$ cat src/rtl/rowdec_pkg.sv
package rowdec_pkg;
  // Strobes handed from the control module to the datapath
  typedef struct packed {
    logic loadAddr;  // capture the address on this edge
    logic gateOpen;  // wordlines may be driven
  } rowCtrl_t;
endpackage

$ cat src/rtl/rowdecPredec.sv
// Expands one address slice into one-hot select lines.
module rowdecPredec #(
  parameter int GROUP_W = 2,
  localparam int LINES = 1 << GROUP_W
) (
  input  logic [GROUP_W-1:0] sel,
  output logic [LINES-1:0]   lines
);
  for (genvar i = 0; i < LINES; i++) begin : gLine
    localparam logic [GROUP_W-1:0] CODE = GROUP_W'(i);
    assign lines[i] = (sel == CODE);
  end
endmodule

$ cat src/rtl/rowdecCtrl.sv
// Control: tracks whether an address was ever loaded and registers the mask.
module rowdecCtrl
  import rowdec_pkg::*;
(
  input  logic     clk,
  input  logic     rstN,
  input  logic     addrStrobe,
  input  logic     wlEnable,
  output rowCtrl_t ctrl
);
  logic armed;
  logic maskOpen;

  always_ff @(posedge clk or negedge rstN) begin
    if (!rstN) begin
      armed    <= 1'b0;
      maskOpen <= 1'b0;
    end else begin
      if (addrStrobe) armed <= 1'b1;
      maskOpen <= wlEnable;
    end
  end

  assign ctrl.loadAddr = addrStrobe;
  assign ctrl.gateOpen = armed & maskOpen;
endmodule

$ cat src/rtl/rowdecPath.sv
// Datapath: address register, slice predecode, per-row 3-input AND, mask.
module rowdecPath
  import rowdec_pkg::*;
#(
  parameter int ADDR_W  = 6,
  parameter int GROUP_W = 2,
  localparam int ROWS       = 1 << ADDR_W,
  localparam int NUM_GROUPS = ADDR_W / GROUP_W,
  localparam int LINES      = 1 << GROUP_W
) (
  input  logic              clk,
  input  logic              rstN,
  input  logic [ADDR_W-1:0] addrIn,
  input  rowCtrl_t          ctrl,
  output logic [ROWS-1:0]   wordLines
);
  logic [ADDR_W-1:0] addrReg;
  logic [NUM_GROUPS-1:0][LINES-1:0] preLines;
  logic [ROWS-1:0] rowHit;

  always_ff @(posedge clk or negedge rstN) begin
    if (!rstN)             addrReg <= '0;
    else if (ctrl.loadAddr) addrReg <= addrIn;
  end

  // Stage one: one predecoder per address slice
  for (genvar g = 0; g < NUM_GROUPS; g++) begin : gPre
    rowdecPredec #(.GROUP_W(GROUP_W)) uPre (
      .sel  (addrReg[g*GROUP_W +: GROUP_W]),
      .lines(preLines[g])
    );
  end

  // Stage two: each row ANDs one line from every slice
  for (genvar r = 0; r < ROWS; r++) begin : gRow
    logic [NUM_GROUPS-1:0] picks;
    for (genvar g = 0; g < NUM_GROUPS; g++) begin : gPick
      localparam int SEL = (r >> (g*GROUP_W)) & (LINES-1);
      assign picks[g] = preLines[g][SEL];
    end
    assign rowHit[r] = &picks;
  end

  // Mask stage: every wordline gated by the enable
  for (genvar r = 0; r < ROWS; r++) begin : gMask
    assign wordLines[r] = rowHit[r] & ctrl.gateOpen;
  end
endmodule

$ cat src/rtl/wordlineDecoder.sv
module wordlineDecoder
  import rowdec_pkg::*;
#(
  parameter int ADDR_W  = 6,
  parameter int GROUP_W = 2,
  localparam int ROWS = 1 << ADDR_W
) (
  input  logic              clk,
  input  logic              rstN,
  input  logic [ADDR_W-1:0] addrIn,
  input  logic              addrStrobe,
  input  logic              wlEnable,
  output logic [ROWS-1:0]   wordLines
);
  rowCtrl_t ctrl;

  rowdecCtrl uCtrl (
    .clk       (clk),
    .rstN      (rstN),
    .addrStrobe(addrStrobe),
    .wlEnable  (wlEnable),
    .ctrl      (ctrl)
  );

  rowdecPath #(.ADDR_W(ADDR_W), .GROUP_W(GROUP_W)) uPath (
    .clk      (clk),
    .rstN     (rstN),
    .addrIn   (addrIn),
    .ctrl     (ctrl),
    .wordLines(wordLines)
  );
endmodule

$ cat config.mk
export PLATFORM = sky130hd
export DESIGN_NAME = wordlineDecoder
export DESIGN_NICKNAME = d
export VERILOG_FILES = /design/src/rtl/rowdec_pkg.sv /design/src/rtl/rowdecPredec.sv /design/src/rtl/rowdecCtrl.sv /design/src/rtl/rowdecPath.sv /design/src/rtl/wordlineDecoder.sv
export SDC_FILE = /design/constraint.sdc
export NUM_CORES = 1
export LEC_CHECK = 0
export ABC_AREA = 1
export BUFFER_PORTS_ARGS = -buffer_cell sky130_fd_sc_hd__buf_2
export CORE_MARGIN = 2
export CORE_UTILIZATION = 34
export DETAILED_ROUTE_END_ITERATION = 10
export PLACE_DENSITY = 0.78
export REMOVE_ABC_BUFFERS = 1
export SLEW_MARGIN = 25
export SYNTH_ARGS = -nofsm -noshare
export SYNTH_HDL_FRONTEND = slang
export SYNTH_SLANG_ARGS = --single-unit
$ cat constraint.sdc
create_clock -name clk -period 1.6 [get_ports clk]
set_clock_uncertainty 0.05 [all_clocks]
set_input_delay 0.32 -clock clk [delete_from_list [all_inputs] [get_ports clk]]
set_output_delay 0.32 -clock clk [all_outputs]
set_load 0.03 [all_outputs]
After elaboration in Yosys (flattened, before gate mapping)
Index checks and enable logic that the tools add are counted.
Storage, ports and cells
  input bits: 10
  logic and storage cells: 144
  output and inout bits: 64
  bits in registers: 8
Cells by class
  reductions and logical operators: 67
  bitwise logic cells: 65
  equal/unequal tests: 9
Operators by type and width (number)
  AND reduction 3 bit: 64
  bitwise AND 1 bit: 65
  equality test 2 bit (second input constant): 6
  equality test 2 x 1 -> 1 bit (second input constant): 3
  logical NOT 2 bit: 3

Logic depth before layout (Yosys ltp)
  word-level depth: 3
  gate-level depth with buffers: 5
  gate-level depth less buffers: 4

By module
From an unflattened synthesis, not the netlist that was laid out.
Second synthesis, totals
  cells, all modules: 142
  area total of the unflattened synthesis: 714.4 um^2
Modules (own cells, without submodules)
  rowdecPath: instances 1, area an instance 559.3 um^2, sequential area each 150.1 um^2, cells each 113
  rowdecPredec: instances 3, area an instance 26.3 um^2, sequential area each 0.0 um^2, cells each 7
  rowdecCtrl: instances 1, area an instance 76.3 um^2, sequential area each 50.0 um^2, cells each 8

Worst setup path before layout
Ideal clock, no wire load.
  path type: register to output
  start: register uPath.addrReg[1]
  end: output wordLines[32]
  setup slack: 0.025 ns
  cell stages (with the launch flop): 5
  path buffers: 1
  required time: 1.230 ns
  arrival: 1.205 ns
  cells stage by stage: dfrtp_1 -> nor2_1 -> nand2_2 -> buf_2 -> nor2_1
On the way
  cells in the longest elaborated chain, start to end: 3
Ends and longest elaborated chain
  from (decl): RTL line rowdecPath.sv:17  | logic [ADDR_W-1:0] addrReg;
  from (signal assigned): RTL line rowdecPath.sv:23  | else if (ctrl.loadAddr) addrReg <= addrIn;
  logical NOT 2 bit: RTL line rowdecPredec.sv:11  | assign lines[i] = (sel == CODE);
  AND reduction 3 bit: RTL line rowdecPath.sv:41  | assign rowHit[r] = &picks;
  bitwise AND 1 bit: RTL line rowdecPath.sv:46  | assign wordLines[r] = rowHit[r] & ctrl.gateOpen;
  to (decl): RTL line wordlineDecoder.sv:13  | output logic [ROWS-1:0] wordLines
No other way between the ends.

Worst setup path in the final report
  start: register uPath.addrReg[5]
  end: output wordLines[2]
The elaborated chain is that of the path after synthesis.

==> summary.md <==
| Metric | Value |
|---|---|
| Layout cell share with drive strength beyond 1 | between 60% and 70% |
| Fin util | around four fifths |
| Slew Viols, Final | 0 |
| Clock Tree Buf Depth | 2 |
| Cell taking the most area after synthesis | nor2_1 |
| H-tree levels | 1 |
| Multiplexer share of the synthesized area | 0% |
| F_max | around 0.54 GHz |
| Compound-cell area share of the yosys netlist | 4.25% |
| Post-DR vias/cell | approximately 5.4 |
| Area growth syn-to-layout | 117% |
| Main combinational cell family by area after synthesis | simple AND/OR/NAND/NOR gates |
| Global-route wire length before repair | 4.61 mm |
| DP Wirelength | about 1.9 mm |
| Design area | between 1500 and 2000 sq um |
| Fin. Hold Viols | 0 |
| Worst slew pin tran | roughly 0.26 ns |
| Seq/Total Area, Yosys | around 28% |
| Clock latency on the worst-skew pair | around 0.24 ns |
| Worst hold path type | in2reg |
| Post-synth cell types | 11 |
| Worst setup SP type | flip-flop |
| Routed WL per cell | roughly 17 um |
| CP Capture Type | output port |
| Cells after synthesis | approximately 130 |
| GP Congestion | approximately 0.73 |
| Multi-input logic area | 648 sq um |
| Simple-Gate Fraction of Synth Area | about 57% |
| Post-DRT Antenna Nets | 0 |
| CP arrival | 1.49 ns |
| #FFs+latches synth | 8 |
| Clock transition at the registers of the reported paths | around 0.050 ns |
| Post-synthesis xor/xnor area fraction | 0% |
| Pwr dens | 447 nW/um^2 |
| TritonCTS Sinks | 8 |
| CP Data Required Time | roughly 1.2 ns |
| TritonRoute pass-1 iters | 4 |
| Fin worst setup slack | -0.256 ns |
| Number of remaining DRC errors | 0 |
| Synth Warn # | 0 |
| Layout Nets | 222 |
| CTS Buf Count | 3 |
| Wirelength, routed | 4.04 mm |
| Most common cell in the netlist | nor2_1 |
| Yosys top cell area share | around 39% |
| Total gr overflow | 0 |
| Maxcap violations | 0 |
| Core area | slightly below 2000 sq um |
| Die width | 49.6 um |
| Iteration-0 DRC count of the detailed router | 67 |
| Syn Area/Cell | 5.32 sq um |
| P_leak | ~0.00075 uW |
| Final Power | a little under 700 uW |
| Via count | approximately 1.3k |
| Initial Utilization | 36.0% |
| Worst slack at placement | 0.0891 ns |
| Failing checks | setup timing |
| FILL cells | ~130 |
| CTS tree | yes |
| Initial antenna violation count | 0 |
| Commonest register cell after synthesis | dfrtp_1 |
| Die H | 49.6 um |
| Io pins | between 70 and 80 |
| Placed instance area | around 1100 sq um |
| Status | complete, but fails checks |
| Synth area leaders | nor2_1 39%, dfrtp_1 28%, nand2_1 14% |
| DIE AREA | 2460 sq um |
| RSZ-0062 raised after global routing | yes |
| Pin count of the biggest net entering global routing | 17 |
| Register area | between 200 and 250 sq um |
| # rows | 16 |
| Clk root buf | clkbuf_4 |
| Synth Cell Area | 707 sq um |
| CP max FO | 4 |
| Slew HR | 82.6% |
| Port bufs | between 70 and 80 |
| ANT cells | 0 |
| Tmin final | 1.86 ns |
| Adder-cell share of the synthesized area | 0% |
| Final setup vio count | 64 |
| Number of global-route vias before repair | ~1.0k |
| Post-synth EDFFs | 0 |
| Peak supply drop | about 0.00046 V |
| Post-synth top cells | 73 x nor2_1, 26 x nand2_1, 9 x inv_1 |
| Kind of critical path | reg2out |
| Final Cycle Share | 116% |
| Ys async rst share | 100% |
| GRT Resource Usage Total | between 20% and 30% |
## routing by layer
metal	vias to the layer above	GRT usage (%)	wire length, um
met4	0	6.94	142
met2	100	42.2	1870
li1	557	-	-
met5	-	0	0
met3	24	5.45	455
met1	607	28.2	1580
## placed cells by master, fill, tap and decap left out
cell type and count:
nand2_1 13, nand2_2 12, clkinv_4 1, dfrtp_1 3, o21ai_0 6, or2_2 1, clkbuf_4 3, nor2_4 12
inv_2 9, nand2_4 7, nor2_2 10, buf_4 51, dlygate4sd3_1 1, nor2_1 51, nand2_8 1, buf_2 13
buf_6 11, dfrtp_2 5
## layout make-up
class,instances,area share (%)
multi-input cells,113,42.2
clock buffers,3,1.47
flip-flops and latches,8,13.4
repair buffers,76,37.9
well taps,27,2.20
inverters,10,2.77
## where the power goes
part	internal, uW	switching, uW
clock	85.4	62.4
sequential	220	30.5
combinational	84.7	203
## per-stage QoR
stage / hold WS (ns) / std cells / TNS (ns)
after CTS: 0.116 / 234 / -3.83
after global routing: 0.116 / 237 / -13.36
after global placement: 0.118 / 228 / 0
after floorplan: -0.0256 / 128 / 0
after detailed placement: 0.120 / 228 / 0
final: 0.132 / 237 / -9.44
## critical path, stage by stage (launching register included)
cell and delay, ns:
dfrtp_1 0.43, nor2_2 0.26, nand2_1 0.20, nor2_1 0.17
buf_4 0.18
## final timing paths
| check | from | endpoint | slack [ns] | cells past startpoint |
|---|---|---|---|---|
| worst max-delay path | uPath.addrReg[5] | wordLines[2] | -0.26 | 4 |
| worst min register to register | uCtrl.armed | uCtrl.armed | 0.42 | 1 |
| max in group asynchronous | rstN | uPath.addrReg[1] | 0.93 | 2 |
| min in group asynchronous | rstN | uPath.addrReg[5] | 0.39 | 2 |
| worst max register to register | uPath.addrReg[5] | uPath.addrReg[5] | 0.73 | 3 |
| worst min-delay path | wlEnable | uCtrl.maskOpen | 0.13 | 1 |
## registers in the layout, summed over array words and instances (netlist names)
| name | cells |
|---|---|
| uPath.addrReg | 6 |
| uCtrl.armed | 1 |
| uCtrl.maskOpen | 1 |
## cells by family (layout without fill, tap and decap cells)
group / after synthesis / count (layout)
AND/OR/NAND/NOR: 104 / 107
buffers and inverters: 15 / 89
flip-flops: 8 / 8
AO/OA/AOI/OAI: 6 / 6
## timing repair
action / CTS / global route
setup endpoints to repair: 64 / 64
resized for setup: 101 / 42
pin swaps: 7 / 9
hold endpoints to repair: 8 / 0
hold buffers: 1 / 0
cloned: 1 / 2
setup buffers: 1 / 1
(Power assumes the default switching activity.)
